`config.mk`:
```
export PLATFORM = sky130hd
export DESIGN_NAME = fifo_wm_irq
export DESIGN_NICKNAME = d
export VERILOG_FILES = /design/src/rtl/fifo_wm_irq_pkg.sv /design/src/rtl/wm_flags.sv /design/src/rtl/irq_ctrl.sv /design/src/rtl/reg_bank.sv /design/src/rtl/fifo_wm_irq.sv
export SDC_FILE = /design/constraint.sdc
export NUM_CORES = 1
export LEC_CHECK = 0
export BUFFER_PORTS_ARGS = -buffer_cell sky130_fd_sc_hd__buf_2
export CELL_PAD_IN_SITES_DETAIL_PLACEMENT = 0
export CELL_PAD_IN_SITES_GLOBAL_PLACEMENT = 1
export CORE_MARGIN = 1.5
export CORE_UTILIZATION = 43
export DETAILED_ROUTE_END_ITERATION = 6
export GPL_TIMING_DRIVEN = 0
export PLACE_DENSITY_LB_ADDON = 0.1
export SYNTH_ARGS = -nofsm -noshare
export SYNTH_HDL_FRONTEND = slang
export SYNTH_HIERARCHICAL = 1
export SYNTH_SLANG_ARGS = --single-unit
export TNS_END_PERCENT = 5
```
`constraint.sdc`:
```
create_clock -name clk -period 3.1 [get_ports clk]
set_input_delay 0.155 -clock clk [delete_from_list [all_inputs] [get_ports clk]]
set_output_delay 0.155 -clock clk [all_outputs]
set_load 0.005 [all_outputs]
```
`src/rtl/fifo_wm_irq_pkg.sv`:
```
// Shared constants: register addresses and interrupt source bit positions.
package fifo_wm_irq_pkg;
    localparam int ADDR_W  = 3;
    localparam int DATA_W  = 8;
    localparam int NUM_SRC = 8;

    localparam logic [ADDR_W-1:0] A_IEN   = 3'd0;
    localparam logic [ADDR_W-1:0] A_ISTAT = 3'd1;
    localparam logic [ADDR_W-1:0] A_ICLR  = 3'd2;
    localparam logic [ADDR_W-1:0] A_TXWM  = 3'd3;
    localparam logic [ADDR_W-1:0] A_RXWM  = 3'd4;
    localparam logic [ADDR_W-1:0] A_FLAGS = 3'd5;
    localparam logic [ADDR_W-1:0] A_TXLVL = 3'd6;
    localparam logic [ADDR_W-1:0] A_RXLVL = 3'd7;

    localparam int S_DONE = 0;
    localparam int S_ERR  = 1;
    localparam int S_TXE  = 2;
    localparam int S_TXH  = 3;
    localparam int S_TXF  = 4;
    localparam int S_RXE  = 5;
    localparam int S_RXH  = 6;
    localparam int S_RXF  = 7;
endpackage

```
`src/rtl/wm_flags.sv`:
```
// wm_flags: empty / at-or-above-watermark / full flags for one FIFO.
// Assumes level never exceeds DEPTH and the watermark is saturated at DEPTH.
module wm_flags #(
    parameter int DEPTH = 16,
    parameter int LVL_W = $clog2(DEPTH + 1)
) (
    input  logic             clk,
    input  logic             rst_n,
    input  logic [LVL_W-1:0] level,
    input  logic [LVL_W-1:0] wmark,
    output logic             empty,
    output logic             half,
    output logic             full
);
    localparam logic [LVL_W-1:0] FULL_LVL = LVL_W'(DEPTH);

    // Compare the level against zero, the watermark and the capacity.
    always_comb begin
        empty = (level == '0);
        half  = (level >= wmark);
        full  = (level == FULL_LVL);
    end

    // a full FIFO is always at or above a saturated watermark
    assert_full_implies_half_R3: assert property (@(posedge clk) disable iff (!rst_n)
        full |-> half);
    // the level input stays within the FIFO capacity
    assert_level_in_range_R2: assert property (@(posedge clk) disable iff (!rst_n)
        level <= FULL_LVL);
endmodule

```
`src/rtl/irq_ctrl.sv`:
```
// irq_ctrl: rising-edge detection, sticky status with write-one-to-clear
// (set has priority), and the masked OR onto the interrupt line.
// Assumes clr is a single-cycle pulse vector from the register bank.
module irq_ctrl #(
    parameter int NSRC = 8
) (
    input  logic            clk,
    input  logic            rst_n,
    input  logic [NSRC-1:0] src,
    input  logic [NSRC-1:0] enable,
    input  logic [NSRC-1:0] clr,
    output logic [NSRC-1:0] status,
    output logic            irq
);
    logic [NSRC-1:0] src_q;
    logic [NSRC-1:0] rise;

    // Remember each source from the previous edge for edge detection.
    always_ff @(posedge clk) begin
        if (!rst_n) src_q <= '0;
        else        src_q <= src;
    end

    assign rise = src & ~src_q;

    // One sticky bit per source; a rise on the same edge overrides a clear.
    for (genvar i = 0; i < NSRC; i++) begin : g_bit
        always_ff @(posedge clk) begin
            if (!rst_n)       status[i] <= 1'b0;
            else if (rise[i]) status[i] <= 1'b1;
            else if (clr[i])  status[i] <= 1'b0;
        end

        // a rise always leaves the bit set, even with a clear pending
        assert_set_wins_R8: assert property (@(posedge clk) disable iff (!rst_n)
            rise[i] |=> status[i]);
        // a clear without a rise empties the bit
        assert_clear_R7: assert property (@(posedge clk) disable iff (!rst_n)
            (clr[i] && !rise[i]) |=> !status[i]);
        // without a rise or a clear the bit holds
        assert_sticky_R7: assert property (@(posedge clk) disable iff (!rst_n)
            (!clr[i] && !rise[i]) |=> $stable(status[i]));
    end

    // Drive the interrupt when any enabled status bit is set.
    always_comb irq = |(status & enable);
endmodule

```
`src/rtl/reg_bank.sv`:
```
// reg_bank: enable mask and watermark registers, clear pulse generation and
// the combinational read mux. Assumes one write per cycle at most.
module reg_bank
    import fifo_wm_irq_pkg::*;
#(
    parameter int DEPTH = 16,
    parameter int LVL_W = $clog2(DEPTH + 1)
) (
    input  logic               clk,
    input  logic               rst_n,
    input  logic               wr_en,
    input  logic [ADDR_W-1:0]  wr_addr,
    input  logic [DATA_W-1:0]  wr_data,
    input  logic [ADDR_W-1:0]  rd_addr,
    output logic [DATA_W-1:0]  rd_data,
    input  logic [NUM_SRC-1:0] status,
    input  logic [NUM_SRC-1:0] src,
    input  logic [LVL_W-1:0]   tx_level,
    input  logic [LVL_W-1:0]   rx_level,
    output logic [NUM_SRC-1:0] enable,
    output logic [NUM_SRC-1:0] clr,
    output logic [LVL_W-1:0]   tx_wm,
    output logic [LVL_W-1:0]   rx_wm
);
    localparam logic [LVL_W-1:0] WM_RST = LVL_W'(DEPTH / 2);
    localparam logic [LVL_W-1:0] WM_MAX = LVL_W'(DEPTH);

    logic [LVL_W-1:0] wm_sat;

    // Saturate a written watermark at the FIFO depth.
    always_comb begin
        if (int'(wr_data) > DEPTH) wm_sat = WM_MAX;
        else                       wm_sat = wr_data[LVL_W-1:0];
    end

    // Hold the enable mask and both watermarks.
    always_ff @(posedge clk) begin
        if (!rst_n) begin
            enable <= '0;
            tx_wm  <= WM_RST;
            rx_wm  <= WM_RST;
        end else if (wr_en) begin
            if (wr_addr == A_IEN)  enable <= wr_data[NUM_SRC-1:0];
            if (wr_addr == A_TXWM) tx_wm  <= wm_sat;
            if (wr_addr == A_RXWM) rx_wm  <= wm_sat;
        end
    end

    // Turn a write to the clear address into a one-cycle clear vector.
    always_comb clr = (wr_en && wr_addr == A_ICLR) ? wr_data[NUM_SRC-1:0] : '0;

    // Select the read data by address.
    always_comb begin
        unique case (rd_addr)
            A_IEN:   rd_data = DATA_W'(enable);
            A_ISTAT: rd_data = DATA_W'(status);
            A_TXWM:  rd_data = DATA_W'(tx_wm);
            A_RXWM:  rd_data = DATA_W'(rx_wm);
            A_FLAGS: rd_data = DATA_W'(src);
            A_TXLVL: rd_data = DATA_W'(tx_level);
            A_RXLVL: rd_data = DATA_W'(rx_level);
            default: rd_data = '0;
        endcase
    end

    // the stored watermarks never exceed the depth
    assert_wm_saturated_R4: assert property (@(posedge clk) disable iff (!rst_n)
        (tx_wm <= WM_MAX) && (rx_wm <= WM_MAX));
    // the enable mask moves only on a write to its own address
    assert_enable_write_only_R11: assert property (@(posedge clk) disable iff (!rst_n)
        !(wr_en && wr_addr == A_IEN) |=> $stable(enable));
endmodule

```
`src/rtl/fifo_wm_irq.sv`:
```
// fifo_wm_irq: top level. Builds the eight interrupt sources from two FIFO
// flag generators and the event inputs, and ties them to the register bank
// and the interrupt controller. Assumes levels are synchronous to clk.
module fifo_wm_irq
    import fifo_wm_irq_pkg::*;
#(
    parameter int DEPTH = 16,
    parameter int LVL_W = $clog2(DEPTH + 1)
) (
    input  logic              clk,
    input  logic              rst_n,
    input  logic [LVL_W-1:0]  tx_level,
    input  logic [LVL_W-1:0]  rx_level,
    input  logic              xfer_done,
    input  logic              rx_overflow,
    input  logic              tx_underflow,
    input  logic              wr_en,
    input  logic [ADDR_W-1:0] wr_addr,
    input  logic [DATA_W-1:0] wr_data,
    input  logic [ADDR_W-1:0] rd_addr,
    output logic [DATA_W-1:0] rd_data,
    output logic              tx_empty,
    output logic              tx_half,
    output logic              tx_full,
    output logic              rx_empty,
    output logic              rx_half,
    output logic              rx_full,
    output logic              irq
);
    localparam int NFIFO = 2;

    logic [NFIFO-1:0][LVL_W-1:0] lvl_arr;
    logic [NFIFO-1:0][LVL_W-1:0] wm_arr;
    logic [NFIFO-1:0]            emp_arr, half_arr, full_arr;
    logic [LVL_W-1:0]            tx_wm, rx_wm;
    logic [NUM_SRC-1:0]          src, enable, clr, status;

    assign lvl_arr = {rx_level, tx_level};
    assign wm_arr  = {rx_wm, tx_wm};

    // One flag generator per FIFO (index 0 transmit, 1 receive).
    for (genvar f = 0; f < NFIFO; f++) begin : g_fifo
        wm_flags #(.DEPTH(DEPTH), .LVL_W(LVL_W)) u_flags (
            .clk   (clk),
            .rst_n (rst_n),
            .level (lvl_arr[f]),
            .wmark (wm_arr[f]),
            .empty (emp_arr[f]),
            .half  (half_arr[f]),
            .full  (full_arr[f])
        );
    end

    // Gather the eight interrupt sources in their fixed bit order.
    always_comb begin
        src         = '0;
        src[S_DONE] = xfer_done;
        src[S_ERR]  = rx_overflow | tx_underflow;
        src[S_TXE]  = emp_arr[0];
        src[S_TXH]  = half_arr[0];
        src[S_TXF]  = full_arr[0];
        src[S_RXE]  = emp_arr[1];
        src[S_RXH]  = half_arr[1];
        src[S_RXF]  = full_arr[1];
    end

    assign tx_empty = emp_arr[0];
    assign tx_half  = half_arr[0];
    assign tx_full  = full_arr[0];
    assign rx_empty = emp_arr[1];
    assign rx_half  = half_arr[1];
    assign rx_full  = full_arr[1];

    reg_bank #(.DEPTH(DEPTH), .LVL_W(LVL_W)) u_regs (
        .clk      (clk),
        .rst_n    (rst_n),
        .wr_en    (wr_en),
        .wr_addr  (wr_addr),
        .wr_data  (wr_data),
        .rd_addr  (rd_addr),
        .rd_data  (rd_data),
        .status   (status),
        .src      (src),
        .tx_level (tx_level),
        .rx_level (rx_level),
        .enable   (enable),
        .clr      (clr),
        .tx_wm    (tx_wm),
        .rx_wm    (rx_wm)
    );

    irq_ctrl #(.NSRC(NUM_SRC)) u_irq (
        .clk    (clk),
        .rst_n  (rst_n),
        .src    (src),
        .enable (enable),
        .clr    (clr),
        .status (status),
        .irq    (irq)
    );

    // with nothing enabled the interrupt line stays low
    assert_masked_quiet_R9: assert property (@(posedge clk) disable iff (!rst_n)
        (enable == '0) |-> !irq);
    // the status register cannot gain a bit whose source is low
    assert_set_needs_source_R6: assert property (@(posedge clk) disable iff (!rst_n)
        ((status & ~$past(status)) & ~$past(src)) == '0);
endmodule

```
* Yosys cells after proc, flatten, opt, wreduce, memory -nomap -nowiden
Cells that the tools add are included.
Storage, ports and cells: bits in registers 34, bits of input ports 30, output and inout bits 15, logic and storage cells 66
Operators by class: order comparisons 3, equal/unequal tests 11, muxes and demuxes 19, bitwise gates (word level) 4, reductions and logical operators 17
Operator list (count):
- case mux 8 bit (7 select lines) | 1
- bitwise AND 8 bit | 2
- two-way mux 1 bit | 16
- nonzero test 2 bit | 8
- == test 3 bit (second input constant) | 5
- == test 5 bit (second input constant) | 2
- greater-or-equal comparator 5 bit | 2
- zero test 5 bit | 2
- == test 3 x 2 -> 1 bit (second input constant) | 3
- greater-than comparator 8 x 5 -> 1 bit (second input constant) | 1
- two-way mux 8 bit | 1
- NOT 8 bit | 1
- OR reduction 8 bit | 1
- zero test 3 bit | 2
- AND reduction 2 bit | 3
- two-way mux 5 bit | 1
- == test 3 x 1 -> 1 bit (second input constant) | 1
- logical AND 1 bit | 1
- bitwise OR 1 bit | 1

* Logic depth before layout (Yosys ltp)
Gate-level depths: netlist of run 1.
depth in word-level cells 5, depth in mapped cells 8, gate-level depth less buffers 8

* Cells and area by module
Netlist of run 1, hierarchy kept.
Modules (own cells, without submodules):
- reg_bank | times used 1, cells each 140, area each 1169.9 sq um, sequential area each 360.3 sq um
- irq_ctrl | times used 1, cells each 54, area each 594.3 sq um, sequential area each 320.3 sq um
- wm_flags | times used 2, cells each 20, area each 137.6 sq um, sequential area each 0.0 sq um
- fifo_wm_irq | times used 1, cells each 1, area each 6.3 sq um, sequential area each 0.0 sq um

* Worst setup path after synthesis of run 1
No wires, ideal clock.
path kind reg-to-output, start point reg u_regs.tx_wm[2], end point out rd_data[3], data arrival time 1.642 ns, required time 2.945 ns, slack 1.303 ns, stages on the path, launching flop included 9, path buffers 0, cell sequence dfxtp_1 inv_1 ha_1 a21o_1 a31oi_1 o21ai_0 mux2i_1 o22ai_1 a311o_1
On the way: longest elaborated chain between the ends 2
Ends and longest elaborated chain:
- start, declared | line reg_bank.sv:22 | output logic [LVL_W-1:0] tx_wm,
- start signal, assigned | line reg_bank.sv:44 | if (wr_addr == A_TXWM) tx_wm <= wm_sat;
- greater-or-equal comparator 5 bit | line wm_flags.sv:20 | half = (level >= wmark);
- net tx_half | line fifo_wm_irq.sv:23 | output logic tx_half,
- case mux 8 bit (7 select lines) | line reg_bank.sv:54 | unique case (rd_addr)
- end, declared | line fifo_wm_irq.sv:21 | output logic [DATA_W-1:0] rd_data,
The timed path passes the listed nets, and every way through them passes these cells.

* Final worst setup path of run 1
start point reg u_regs.tx_wm[2], end point out rd_data[3]
On the way: longest elaborated chain between the ends 2
Ends and longest elaborated chain (line):
- greater-or-equal comparator 5 bit | wm_flags.sv:20
- case mux 8 bit (7 select lines) | reg_bank.sv:54
Every way passes these cells.

==> results.md, run 1 <==
- Worst-margin pin slew: 0.529 ns
- Layout cells sized above 1: 0.260
- Worst endpoint required time: 2.94 ns
- Hold Path Class: input port to register
- Setup Fix Bufs, Post-CTS: 0
- Slew Limit Fails: 0
- Pwr dens: 419 nW/µm²
- Peak Freq: 397 MHz
- R2R setup slack: 1.35 ns
- Vias post-DR: 1823
- TritonCTS clock tree: yes
- CP Class: register to primary output
- ANT nets after route: 0
- Area of placed instances: 2320 µm²
- Num CTS Buffers: 5
- Setup ws final: 0.581 ns
- Minimum clock period: 2.52 ns
- Area grow syn2layout: 19.0%
- Post-DP HPWL: 4.17 mm
- Pre-CTS WS: 0.891 ns
- CP arrival: 2.36 ns
- #FFs+latches synth: 34
- Cell area after synthesis: 2050 µm²
- # DRC: 0
- Post-layout nets: 324
- GRT Residual Overflow: 0
- Final Cycle Share: 0.813
- Core area: 4470 µm²
- Iter 0 DRT Violations: 61
- Setup Skew: 0.00436 ns
- Clock slew seen by the registers of the worst setup and hold paths: 0.07 ns
- Root buffer cell: clkbuf_8
- Initial antenna violation count: 0
- CP endpoint kind: primary output
- Met2 Wirelength: 2.39 mm
- First-pass GRT wire length: 8.96 mm
- RSZ-0062 raised after global routing: false
- Syn nets: 275
- Fin util: 0.544
- Fill count: 460
- Port bufs: 42
- Die Ht: 72.0 µm
- RD Place Congestion: 0.808
- Mapped Cells: 235
- Max Cap Viol: 0
- Resized Gates After CTS: 0
- Met3 wire len: 259 µm
- Diode count: 0
- Clock sink count: 34
- Worst setup SP type: register
- Initial Util: 0.457
- Hold-fix buffers, CTS: 0
- Row count: 24
- Leakage: 0.00107 µW
- Die area: 5180 µm²
- Sum Neg Setup Slack: 0 ns
- H-tree Lvls: 2
- Clk_lat worst skew: 0.29 ns
- Peak VDD IR: 0.234 mV
- Final hold slack: 0.109 ns
- Met1 Wirelength: 2.57 mm
- Die W: 72.0 µm
- Final setup fails: 0
- WL final: 5.29 mm
- Yosys cell types: 42
- Io pins: 45
- Design area: 2430 µm²
- Max clock buf depth: 2
- Yosys warning total: 6
- Post-synthesis sequential area ratio: 0.333
- First drt pass iteration count: 4
- WL/cell: 15.7 µm
- GR Util All Layers: 0.229
- Drt via density: 5.41
- Post-Syn Area per Cell: 8.71 µm²
- Largest net degree at the start of global routing: 13
- Max FO, Critical Path: 4
- Worst slew margin: 0.646
- Vias in the first global route: 1768
- Status: finished clean
- Final hold viol count: 0
- Highest Signal Layer: met4
==> cells by family (layout without fill, tap and decap cells) <==
family / Yosys count / in the layout / synth area share
compound gates: 50 / 50 / 0.184
mux: 15 / 15 / 0.0826
simple gates: 102 / 102 / 0.286
fa+ha+maj: 10 / 10 / 0.0612
flops: 34 / 34 / 0.333
buf+inv: 24 / 74 / 0.0532
==> synthesized netlist by cell type <==
cell type,count,area [µm²]
clkbuf_2,2,10.0
and3_1,1,6.26
nor4_4,1,21.3
a41oi_1,1,8.76
dfxtp_1,34,681
o211a_1,2,20.0
o22ai_1,9,56.3
a32oi_1,1,8.76
mux4_2,1,22.5
buf_2,4,20.0
and4bb_2,1,12.5
o21ai_0,4,20.0
and2_1,16,100
a21boi_1,12,90.1
nand2b_1,20,125
clkbuf_1,3,11.3
or4b_1,1,10.0
nor3b_1,1,7.51
nand2_1,33,124
and4b_1,2,20.0
nor2b_1,1,6.26
a311o_1,3,30.0
or2_1,1,6.26
nor4bb_1,1,10.0
mux2i_1,9,90.1
a21boi_2,4,45.0
a21oi_1,2,10.0
nor2_1,12,45.0
buf_6,1,11.3
nand3_1,5,25.0
inv_1,13,48.8
a22oi_1,8,60.1
ha_1,10,125
a21o_1,2,15.0
mux2_2,5,56.3
nor4b_4,1,23.8
or2_2,1,6.26
or2b_1,1,7.51
nand4_1,1,6.26
a31oi_1,2,12.5
or4_4,2,22.5
buf_4,1,7.51
==> metrics by stage <==
stage | instances | total power (µW)
4_1_cts | 337 | 1030
3_5_place_dp | 329 | 620
3_3_place_gp | 329 | 619
5_1_grt | 337 | 1070
2_1_floorplan | 235 | 556
6_report | 337 | 1020
==> worst paths after layout <==
| path | from | endpoint | cells after the start |
|---|---|---|---|
| worst max register to register | u_regs/tx_wm[2]$_SDFFE_PN0P_ | u_irq/status[3]$_SDFFE_PN0P_ | 7 |
| worst max-delay path | u_regs/tx_wm[2]$_SDFFE_PN0P_ | rd_data[3] | 9 |
| worst min register to register | u_regs/enable[0]$_SDFFE_PN0P_ | u_regs/enable[0]$_SDFFE_PN0P_ | 2 |
| worst min-delay path | xfer_done | u_irq/src_q[0]$_SDFF_PN0_ | 2 |
==> sequential cells by signal, indices dropped and copies added, names as in the netlist <==
name and cells:
u_regs/tx_wm 5, u_regs/rx_wm 5, u_regs/enable 8, u_irq/src_q 8, u_irq/status 8
==> power breakdown <==
part           switching, µW  internal (µW)
logic                   78.5           70.6
registers               10.2            451
clock network            171            239
total                    259            761
==> layout by cell type, fill, tap and decap left out, types with 9 or more instances in the layout <==
cell      netlist  layout
a21boi_1       12      12
and2_1         16      16
buf_2           4      46
dfxtp_1        34      34
ha_1           10      10
inv_1          13      13
mux2i_1         9       9
nand2_1        33      33
nand2b_1       20      20
nor2_1         12      12
o22ai_1         9       9
==> critical path: stages (launching register included) <==
cell and delay [ns]:
dfxtp_1 0.43, inv_1 0.07, ha_1 0.29, a21o_1 0.15, a31oi_1 0.15, o21ai_0 0.23, mux2i_1 0.19, o22ai_1 0.10
a311o_1 0.33, buf_2 0.13
==> cell type report <==
cell class	count	area, µm²	share of cell area
Sequential cell	34	681	0.280
Clock buffer	5	68.8	0.0283
Clock inverter	3	45.0	0.0185
Timing Repair Buffer	42	210	0.0863
Inverter	13	48.8	0.0200
Buffer	11	60.1	0.0247
Multi-Input combinational cell	177	1260	0.516
Tap cell	52	65.1	0.0267
==> metal layers <==
| layer | track usage | up-vias |
|---|---|---|
| met3 | 0.0431 | 7 |
| met5 | 0 | - |
| met1 | 0.321 | 845 |
| met4 | 0.0671 | 0 |
| met2 | 0.362 | 47 |
| li1 | - | 924 |
(Power assumes the default switching activity.)
==> run 2: changes to the inputs <==
--- a/config.mk
+++ b/config.mk
@@ -9,7 +9,7 @@
 export CELL_PAD_IN_SITES_DETAIL_PLACEMENT = 0
 export CELL_PAD_IN_SITES_GLOBAL_PLACEMENT = 1
 export CORE_MARGIN = 1.5
-export CORE_UTILIZATION = 43
+export CORE_UTILIZATION = 40
 export DETAILED_ROUTE_END_ITERATION = 6
 export GPL_TIMING_DRIVEN = 0
 export PLACE_DENSITY_LB_ADDON = 0.1
==> constraint.sdc (replaced) <==
create_clock -name clk -period 2.4 [get_ports clk]
set_input_delay 0.12 -clock clk [delete_from_list [all_inputs] [get_ports clk]]
set_output_delay 0.12 -clock clk [all_outputs]
set_load 0.005 [all_outputs]
==> results.md, run 2 (synthesis gave the netlist of run 1 again) <==
- Status: finished clean
- Core area: 4820 µm²
- TritonCTS clock tree: yes
- Num CTS Buffers: 5
- Die Ht: 74.5 µm
- Sum Neg Setup Slack: 0 ns
- RD Place Congestion: 0.874
- Minimum clock period: 2.26 ns
- GRT Residual Overflow: 0
- Pwr dens: 529 nW/µm²
- Worst-margin pin slew: 0.486 ns
- Clock slew seen by the registers of the worst setup and hold paths: 0.07 ns
- GR Util All Layers: 0.206
- Port bufs: 42
- Max clock buf depth: 2
- Most common cell after layout, fill and taps aside: buf_2
- Biggest regs: u_irq/src_q (8), u_irq/status (8), u_regs/enable (8)
- Vias post-DR: 1821
- Peak VDD IR: 0.344 mV
- Peak Freq: 443 MHz
- Worst slew margin: 0.675
- Largest net degree at the start of global routing: 11
- Met1 Wirelength: 2.62 mm
- Die area: 5550 µm²
- Hold Path Class: input port to register
- Max FO, Critical Path: 4
- Diode count: 0
- Highest Signal Layer: met4
- RSZ-0062 raised after global routing: false
- Io pins: 45
- ANT nets after route: 0
- Final Cycle Share: 0.941
- Final hold viol count: 0
- Met3 wire len: 229 µm
- Setup Skew: 0.00523 ns
- Slew Limit Fails: 0
- Hold-fix buffers, CTS: 0
- Met2 Wirelength: 2.37 mm
- CP endpoint kind: primary output
- Worst setup SP type: register
- Drt via density: 5.17
- Post-layout nets: 324
- CP arrival: 2.14 ns
- WL/cell: 15.0 µm
- Area of placed instances: 2340 µm²
- Worst endpoint required time: 2.28 ns
- Most frequent cells in the layout: buf_2, nand2_1, dfxtp_1, nand2b_1, and2_1
- Layout cells sized above 1: 0.260
- Final hold slack: 0.0728 ns
- Leakage: 0.00108 µW
- Final setup fails: 0
- Max Cap Viol: 0
- Iter 0 DRT Violations: 65
- Post-DP HPWL: 4.23 mm
- Initial antenna violation count: 0
- # DRC: 0
- H-tree Lvls: 2
- Clk_lat worst skew: 0.29 ns
- Root buffer cell: clkbuf_8
- Vias in the first global route: 1659
- Area grow syn2layout: 19.8%
- CP Class: register to primary output
- First drt pass iteration count: 4
- Row count: 25
- Die W: 74.5 µm
- First-pass GRT wire length: 8.45 mm
- WL final: 5.29 mm
- Clock sink count: 34
- Design area: 2450 µm²
- Initial Util: 0.425
- Fill count: 519
## run 2: final cells by class
class	instances	area, µm²	share of cell area
timing repair buffer	42	210	0.0858
buffer	11	60.1	0.0245
sequential	34	682	0.278
tap	67	83.8	0.0342
multi-input combinational	177	1260	0.514
clock inverter	1	30.0	0.0123
inverter	13	48.8	0.0199
clock buffer	7	76.3	0.0311
## run 2: stage by stage
step,setup slack [ns],total power (µW),cells,util
after floorplan,0.638,718,235,-
after global placement,0.272,800,344,0.486
after detailed placement,0.294,802,344,0.486
after CTS,0.0576,1320,352,0.508
after global routing,0.0187,1360,352,0.509
final,0.142,1300,352,0.509
## run 2: critical path, stage by stage, from the launching register on
cell and delay (ns):
dfxtp_1 0.38, inv_1 0.06, ha_1 0.29, a21o_1 0.16
a31oi_1 0.12, o21ai_0 0.19, mux2_2 0.31, a22oi_1 0.15
nor2_1 0.06, buf_2 0.14
## run 2: final timing paths
kind | startpoint | slack (ns) | endpoint | depth (start not counted)
worst min-delay path | xfer_done | 0.07 | u_irq/src_q[0]$_SDFF_PN0_ | 2
worst min register to register | u_irq/status[6]$_SDFFE_PN0P_ | 0.48 | u_irq/status[6]$_SDFFE_PN0P_ | 2
worst max register to register | u_regs/rx_wm[2]$_SDFFE_PN0P_ | 0.85 | u_irq/status[6]$_SDFFE_PN0P_ | 7
worst max-delay path | u_regs/rx_wm[2]$_SDFFE_PN0P_ | 0.14 | rd_data[6] | 9
## run 2: per-layer routing
| metal | global-route usage | up-vias |
|---|---|---|
| li1 | - | 921 |
| met5 | 0 | - |
| met1 | 0.293 | 856 |
| met3 | 0.0366 | 5 |
| met4 | 0.0667 | 0 |
| met2 | 0.318 | 39 |
## run 2: what timing repair did
item	CTS	global route
gates resized for setup	1	2
setup buffers	0	0
setup endpoints to repair	1	1
## run 2: where the power goes
| group | internal, µW | total (µW) | switching (µW) |
|---|---|---|---|
| sequential | 583 | 596 | 12.5 |
| clock | 310 | 507 | 197 |
| combinational | 91.5 | 194 | 103 |
